===== config.mk =====
export PLATFORM = sky130hd
export DESIGN_NAME = cpu_status_reg
export DESIGN_NICKNAME = d
export VERILOG_FILES = /design/src/rtl/cpu_status_pkg.sv /design/src/rtl/status_flag_unit.sv /design/src/rtl/status_event_ctrl.sv /design/src/rtl/status_bank_addr.sv /design/src/rtl/cpu_status_reg.sv
export SDC_FILE = /design/constraint.sdc
export NUM_CORES = 1
export LEC_CHECK = 0
export ABC_AREA = 0
export CAP_MARGIN = 20
export CORE_AREA = 5 5 61 63
export DETAILED_ROUTE_END_ITERATION = 12
export DIE_AREA = 0 0 66 68
export PLACE_DENSITY_LB_ADDON = 0.1
export RECOVER_POWER = 50
export SYNTH_ARGS = -nofsm -noshare
export SYNTH_HDL_FRONTEND = slang
export SYNTH_SLANG_ARGS = --single-unit

===== constraint.sdc =====
create_clock -name clk -period 4.75 [get_ports clk]
set_input_delay 0.475 -clock clk [delete_from_list [all_inputs] [get_ports clk]]
set_output_delay 0.475 -clock clk [all_outputs]
set_load 0.02 [all_outputs]

===== src/rtl/cpu_status_pkg.sv =====
package cpu_status_pkg;

    localparam int STAT_W = 8;

    typedef struct packed {
        logic ibank;
        logic bank_hi;
        logic bank_lo;
        logic tmo;
        logic pwd;
        logic z;
        logic dc;
        logic c;
    } status_t;

    typedef enum logic [2:0] {
        OP_ADD  = 3'd0,
        OP_SUB  = 3'd1,
        OP_LOG  = 3'd2,
        OP_ROTR = 3'd3,
        OP_ROTL = 3'd4,
        OP_CLR  = 3'd5
    } alu_op_e;

    typedef struct packed {
        logic       z;
        logic       dc;
        logic       c;
        logic [2:0] upd;   // {z, dc, c} update enables
    } flag_res_t;

    typedef struct packed {
        logic tmo;
        logic pwd;
    } pwr_bits_t;

    // bits that a bus write may touch
    localparam logic [STAT_W-1:0] BUS_WR_MASK = 8'b1110_0111;
    localparam logic [STAT_W-1:0] FLAG_MASK   = 8'b0000_0111;

    function automatic logic [4:0] nib_sum(input logic [3:0] x,
                                           input logic [3:0] y,
                                           input logic       cin);
        return {1'b0, x} + {1'b0, y} + {4'd0, cin};
    endfunction

endpackage


===== src/rtl/status_flag_unit.sv =====
module status_flag_unit
    import cpu_status_pkg::*;
#(
    parameter int DW = 8
) (
    input  logic [2:0]    op_i,
    input  logic [DW-1:0] a_i,
    input  logic [DW-1:0] b_i,
    output flag_res_t     res_o
);
    localparam int NIB = 4;

    logic [DW:0]    sum;
    logic [DW-1:0]  opb;
    logic           cin;
    logic [NIB:0]   lo_sum;

    always_comb begin
        opb    = (op_i == OP_SUB) ? ~b_i : b_i;
        cin    = (op_i == OP_SUB);
        sum    = {1'b0, a_i} + {1'b0, opb} + {{DW{1'b0}}, cin};
        lo_sum = nib_sum(a_i[NIB-1:0], opb[NIB-1:0], cin);
        res_o  = '0;
        unique case (op_i)
            OP_ADD, OP_SUB: begin
                res_o.z   = (sum[DW-1:0] == '0);
                res_o.dc  = lo_sum[NIB];
                res_o.c   = sum[DW];
                res_o.upd = 3'b111;
            end
            OP_LOG: begin
                res_o.z   = (a_i == '0);
                res_o.upd = 3'b100;
            end
            OP_ROTR: begin
                res_o.c   = a_i[0];
                res_o.upd = 3'b001;
            end
            OP_ROTL: begin
                res_o.c   = a_i[DW-1];
                res_o.upd = 3'b001;
            end
            OP_CLR: begin
                res_o.z   = 1'b1;
                res_o.upd = 3'b100;
            end
            default: res_o = '0;
        endcase
    end
endmodule


===== src/rtl/status_event_ctrl.sv =====
module status_event_ctrl
    import cpu_status_pkg::*;
(
    input  logic      tmo_evt_i,
    input  logic      sleep_evt_i,
    input  logic      clr_evt_i,
    input  pwr_bits_t cur_i,
    output pwr_bits_t nxt_o
);
    typedef enum logic [1:0] {EV_NONE, EV_TMO, EV_SLEEP, EV_CLR} ev_e;
    ev_e win;

    always_comb begin
        if (tmo_evt_i)        win = EV_TMO;
        else if (sleep_evt_i) win = EV_SLEEP;
        else if (clr_evt_i)   win = EV_CLR;
        else                  win = EV_NONE;

        nxt_o = cur_i;
        unique case (win)
            EV_TMO:   nxt_o.tmo = 1'b0;
            EV_SLEEP: begin nxt_o.tmo = 1'b1; nxt_o.pwd = 1'b0; end
            EV_CLR:   begin nxt_o.tmo = 1'b1; nxt_o.pwd = 1'b1; end
            default:  nxt_o = cur_i;
        endcase
    end
endmodule


===== src/rtl/status_bank_addr.sv =====
module status_bank_addr #(
    parameter int OFS_W = 7,
    parameter int PTR_W = 8,
    localparam int DA_W = OFS_W + 2,
    localparam int IA_W = PTR_W + 1
) (
    input  logic [1:0]       bank_i,
    input  logic             ibank_i,
    input  logic [OFS_W-1:0] ofs_i,
    input  logic [PTR_W-1:0] ptr_i,
    output logic [DA_W-1:0]  dir_o,
    output logic [IA_W-1:0]  ind_o
);
    assign dir_o = {bank_i, ofs_i};
    assign ind_o = {ibank_i, ptr_i};
endmodule


===== src/rtl/cpu_status_reg.sv =====
module cpu_status_reg
    import cpu_status_pkg::*;
#(
    parameter int DIR_OFS_W = 7,
    parameter int PTR_W     = 8,
    localparam int DA_W = DIR_OFS_W + 2,
    localparam int IA_W = PTR_W + 1
) (
    input  logic                 clk,
    input  logic                 rst,
    input  logic                 wr_en_i,
    input  logic [STAT_W-1:0]    wr_data_i,
    input  logic [STAT_W-1:0]    wr_mask_i,
    input  logic                 flag_en_i,
    input  logic [2:0]           alu_op_i,
    input  logic [STAT_W-1:0]    alu_a_i,
    input  logic [STAT_W-1:0]    alu_b_i,
    input  logic                 wdt_clr_i,
    input  logic                 sleep_i,
    input  logic                 wdt_tmo_i,
    input  logic [DIR_OFS_W-1:0] dir_ofs_i,
    input  logic [PTR_W-1:0]     ind_ptr_i,
    output logic [STAT_W-1:0]    status_o,
    output logic [DA_W-1:0]      dir_addr_o,
    output logic [IA_W-1:0]      ind_addr_o
);
    status_t   st_q, st_d;
    flag_res_t fres;
    pwr_bits_t pwr_nxt;
    logic [STAT_W-1:0] wr_sel, merged;

    status_flag_unit #(.DW(STAT_W)) flag_u (
        .op_i (alu_op_i),
        .a_i  (alu_a_i),
        .b_i  (alu_b_i),
        .res_o(fres)
    );

    status_event_ctrl evt_u (
        .tmo_evt_i  (wdt_tmo_i),
        .sleep_evt_i(sleep_i),
        .clr_evt_i  (wdt_clr_i),
        .cur_i      ('{tmo: st_q.tmo, pwd: st_q.pwd}),
        .nxt_o      (pwr_nxt)
    );

    status_bank_addr #(.OFS_W(DIR_OFS_W), .PTR_W(PTR_W)) addr_u (
        .bank_i (st_q[6:5]),
        .ibank_i(st_q.ibank),
        .ofs_i  (dir_ofs_i),
        .ptr_i  (ind_ptr_i),
        .dir_o  (dir_addr_o),
        .ind_o  (ind_addr_o)
    );

    always_comb begin
        wr_sel = wr_en_i ? (wr_mask_i & BUS_WR_MASK) : '0;
        if (flag_en_i) wr_sel = wr_sel & ~FLAG_MASK;
        merged = (st_q & ~wr_sel) | (wr_data_i & wr_sel);
        st_d   = status_t'(merged);
        if (flag_en_i) begin
            if (fres.upd[2]) st_d.z  = fres.z;
            if (fres.upd[1]) st_d.dc = fres.dc;
            if (fres.upd[0]) st_d.c  = fres.c;
        end
        st_d.tmo = pwr_nxt.tmo;
        st_d.pwd = pwr_nxt.pwd;
    end

    always_ff @(posedge clk) begin
        if (rst) begin
            st_q.ibank   <= 1'b0;
            st_q.bank_hi <= 1'b0;
            st_q.bank_lo <= 1'b0;
            st_q.tmo     <= 1'b1;
            st_q.pwd     <= 1'b1;
        end else begin
            st_q <= st_d;
        end
    end

    assign status_o = st_q;


    reset_state_chk: assert property (@(posedge clk)
        rst |=> (status_o[7:5] == 3'b000 && status_o[4:3] == 2'b11));


    flag_wins_chk: assert property (@(posedge clk) disable iff (rst)
        (flag_en_i && wr_en_i && alu_op_i == 3'd5) |=> status_o[2]);


    pwr_no_bus_chk: assert property (@(posedge clk) disable iff (rst)
        (wr_en_i && !wdt_clr_i && !sleep_i && !wdt_tmo_i) |=> $stable(status_o[4:3]));


    tmo_evt_chk: assert property (@(posedge clk) disable iff (rst)
        wdt_tmo_i |=> (!status_o[4] && status_o[3] == $past(status_o[3])));


    sleep_over_clr_chk: assert property (@(posedge clk) disable iff (rst)
        (sleep_i && !wdt_tmo_i) |=> (status_o[4] && !status_o[3]));


    add_carry_chk: assert property (@(posedge clk) disable iff (rst)
        (flag_en_i && alu_op_i == 3'd0) |=>
            (status_o[0] == ($past({1'b0, alu_a_i}) + $past({1'b0, alu_b_i}) > 9'd255)));


    always_comb begin
        dir_bank_chk: assert (dir_addr_o[DA_W-1 -: 2] == status_o[6:5]);
    end
endmodule


==> results.md <==
- Status: finished clean
- CP top delay family: compound AO/OA/AOI/OAI gates
- Crit path time final: 3.32 ns
- Crit-path max cell delay: 0.58 ns
- Synth Area in XOR/XNOR: 8.10%
- Tcrit/Tclk final: 69.9%
- Clk_lat worst skew: 0.25 ns
- Vias: 1,040
- CTS hold repair buffers: 0
- Final GP Congestion: 0.788
- Worst r2r dst: status_o[2]$_DFFE_PN_
- Relative slew slack: 69.8%
- Seq/Total Area, Yosys: 17.6%
- Top post-synthesis cells by area: buf_4, dfxtp_1, ha_1
- Hold path cells: 2
- Hold crit path type: flop to flop
- DR WL/cell: 12.7 µm
- CORE AREA: 3180 µm²
- Post-CTS Resized: 0
- Layout cells sized above 1: 4.62%
- Fin area: 1500 µm²
- CP max stage cell: clkdlybuf4s50_1
- Pre-CTS WS: 1.15 ns
- Final core utilization: 47.0%
- Cell Area, Synth: 1080 µm²
- Gr ovfl total: 0
- CP Launch Type: primary input
- CTS tree: built
- CP arrival: 3.32 ns
- Post-Layout Cell Count: 219
- CP Capture Type: flop
- Die Span Y: 68 µm
- Clock power frac: 20.3%
- Simple-gate share of the synthesized area: 22.6%
- Pleak: 0.599 nW
- Initial DRC count: 27
- Most frequent cell after synthesis: buf_4
- Final net count: 240
- Peak VDD IR: 0.127 mV
- Detailed Route WL: 2780 µm
- Yosys warns: 0
- Sw Ratio: 34.0%
- Most used DFF post-synth: dfxtp_1
- Distinct cells, synth: 35
- P_int: 0.183 mW
- Final Max Tran Viols: 0
- Commonest cells post-synth: buf_4, nand2_1, a21oi_1
- Initial core utilization: 34.0%
- Die ar.: 4490 µm²
- Mux contribution to synthesized area: 3.70%
- Fmax: 301 MHz
- Syn_nets: 207
- Post-synthesis cell count: 141
- DR pass1 iterations: 4
- H-tree levels: 1
- TNS Setup: 0 ns
- Setup repair after global routing missed its margin: no
- Crit path cell chain: clkdlybuf4s50_1 > nor3b_2 > buf_4 > xor2_1 > ha_1 > and3_1 > o21ai_0 > a21oi_2 > o2111a_1 > a311oi_1 > o41ai_1
- Drt via density: 4.75
- # diodes: 0
- Ports: 83
- Total CTS buffers: 3
- Combinational power share: 50.9%
- CTS Root Cell: clkbuf_4
- Max-capacitance violation count: 0
- Detailed-route DRC error count: 0
- Critical path class: primary input to flop
- Worst-path clk slew: 0.06 ns
- Compound-Gate Fraction of Synth Area: 20.3%
- Area growth, synth to finish: 38.3%
- GRT Total Usage: 12.3%
- Postcts setup bufs: 0
- Share of synthesized registers carrying an async set or reset: 0%
- Number of instances in the placed design: 215
- Final Setup Violations: 0
- Worst-path fanout max: 10
- Synth Area per Inst: 7.67 µm²
- Synthesized flop and latch total: 8
- Worst Clk Skew: 0 ns
- Dpl hpwl: 2420 µm
- Worst r2r path cells: 4
- Critical path buffers and inverters: 2
- I/O Buffers: 48
- Synth Area in Adders: 11.1%
- Crit path launch: alu_op_i[0]
- Final Worst Setup Slack: 1.43 ns
- Die Span X: 66 µm
- Post-synth EDFFs: 3
- # rows: 21
- Bufs on Longest Clock Path: 2
- Area after DPL: 1470 µm²
- CP Data Required Time: 4.75 ns
- Post-route ant nets: 0
- R2R Path Start: status_o[2]$_DFFE_PN_
- Share of the synthesized area in the top cell type: 13.2%
- Leading area contributor after synthesis: buf_4
- Cell area power density: 185 nW/µm²
- Final hold vios: 0
- Largest family of logic cells by synthesized area: simple AND/OR/NAND/NOR gates
- Initial antenna violation count: 0
- Vias in the first global route: 1,038
- Overall power: 0.277 mW
- Part of the power in registers: 28.8%
- Clock sink count: 8
- Worst-Margin Slew: 0.448 ns
- Switching power: 0.0940 mW
- WHS: 0.485 ns
- First-pass GRT wire length: 4440 µm
- Largest net degree at the start of global routing: 11
- Reg2Reg Setup Slack: 3.50 ns
-- per-layer routing --
layer	vias up	GRT usage, %	wire length, µm
met2	35	22.5	1380
met4	0	3.05	0
met3	0	4.11	256
met5	-	0	0
li1	542	-	-
met1	463	13.7	1140
-- layout make-up --
cell class	instances	area (µm²)
multi-input combinational	106	711
sequential	8	190
fill	317	1680
timing repair buffer	49	488
inverter	6	22.5
clock buffer	4	26.3
tap	46	57.6
-- worst reg2reg max path, stage by stage, from the launching register on --
cell and delay [ns]:
edfxtp_1 0.36, a21oi_1 0.04, o21ai_0 0.20, nand3_1 0.10, o41ai_1 0.35
-- how the worst max path moves through the flow --
stage | to | slack (ns) | depth (start not counted)
after floorplan | status_o[2]$_DFFE_PN_ | 2.08 | 10
after global placement | status_o[2]$_DFFE_PN_ | 1.19 | 11
after detailed placement | status_o[2]$_DFFE_PN_ | 1.15 | 11
after CTS | status_o[2]$_DFFE_PN_ | 1.42 | 11
after global routing | status_o[2]$_DFFE_PN_ | 1.18 | 11
final | status_o[2]$_DFFE_PN_ | 1.43 | 11
-- logic make-up (layout without fill, tap and decap cells) --
kind of cell,count (synthesis),count (layout)
multiplexers,4,4
flip-flops,8,8
adder cells (fa/ha/maj),9,9
buffers and inverters,27,59
XOR/XNOR,10,10
AO/OA/AOI/OAI,34,34
AND/OR/NAND/NOR,49,49
-- cells in the final DEF (no fill, tap or decap), types with 2 or more instances in the layout --
cell type        instances
nor2b_1                  3
nor4_1                   2
inv_1                    6
xnor2_1                  2
nand3_1                  7
nor2_1                   8
nand2b_1                 4
clkdlybuf4s50_1         47
dfxtp_1                  5
mux2i_1                  4
edfxtp_1                 3
nor3_1                   4
nand2_1                 16
clkbuf_4                 3
xor2_1                   8
ha_1                     8
o21ai_0                 10
a21oi_1                 14
-- power groups by stage --
stage	combinational [mW]	sequential, mW	clock (mW)
3_5_place_dp	0.141	0.0813	0
5_1_grt	0.155	0.0805	0.0634
6_report	0.141	0.0796	0.0561
2_1_floorplan	0.0936	0.0860	0
3_3_place_gp	0.140	0.0811	0
4_1_cts	0.142	0.0799	0.0584
No activity file was read; power rests on OpenSTA's default activity.
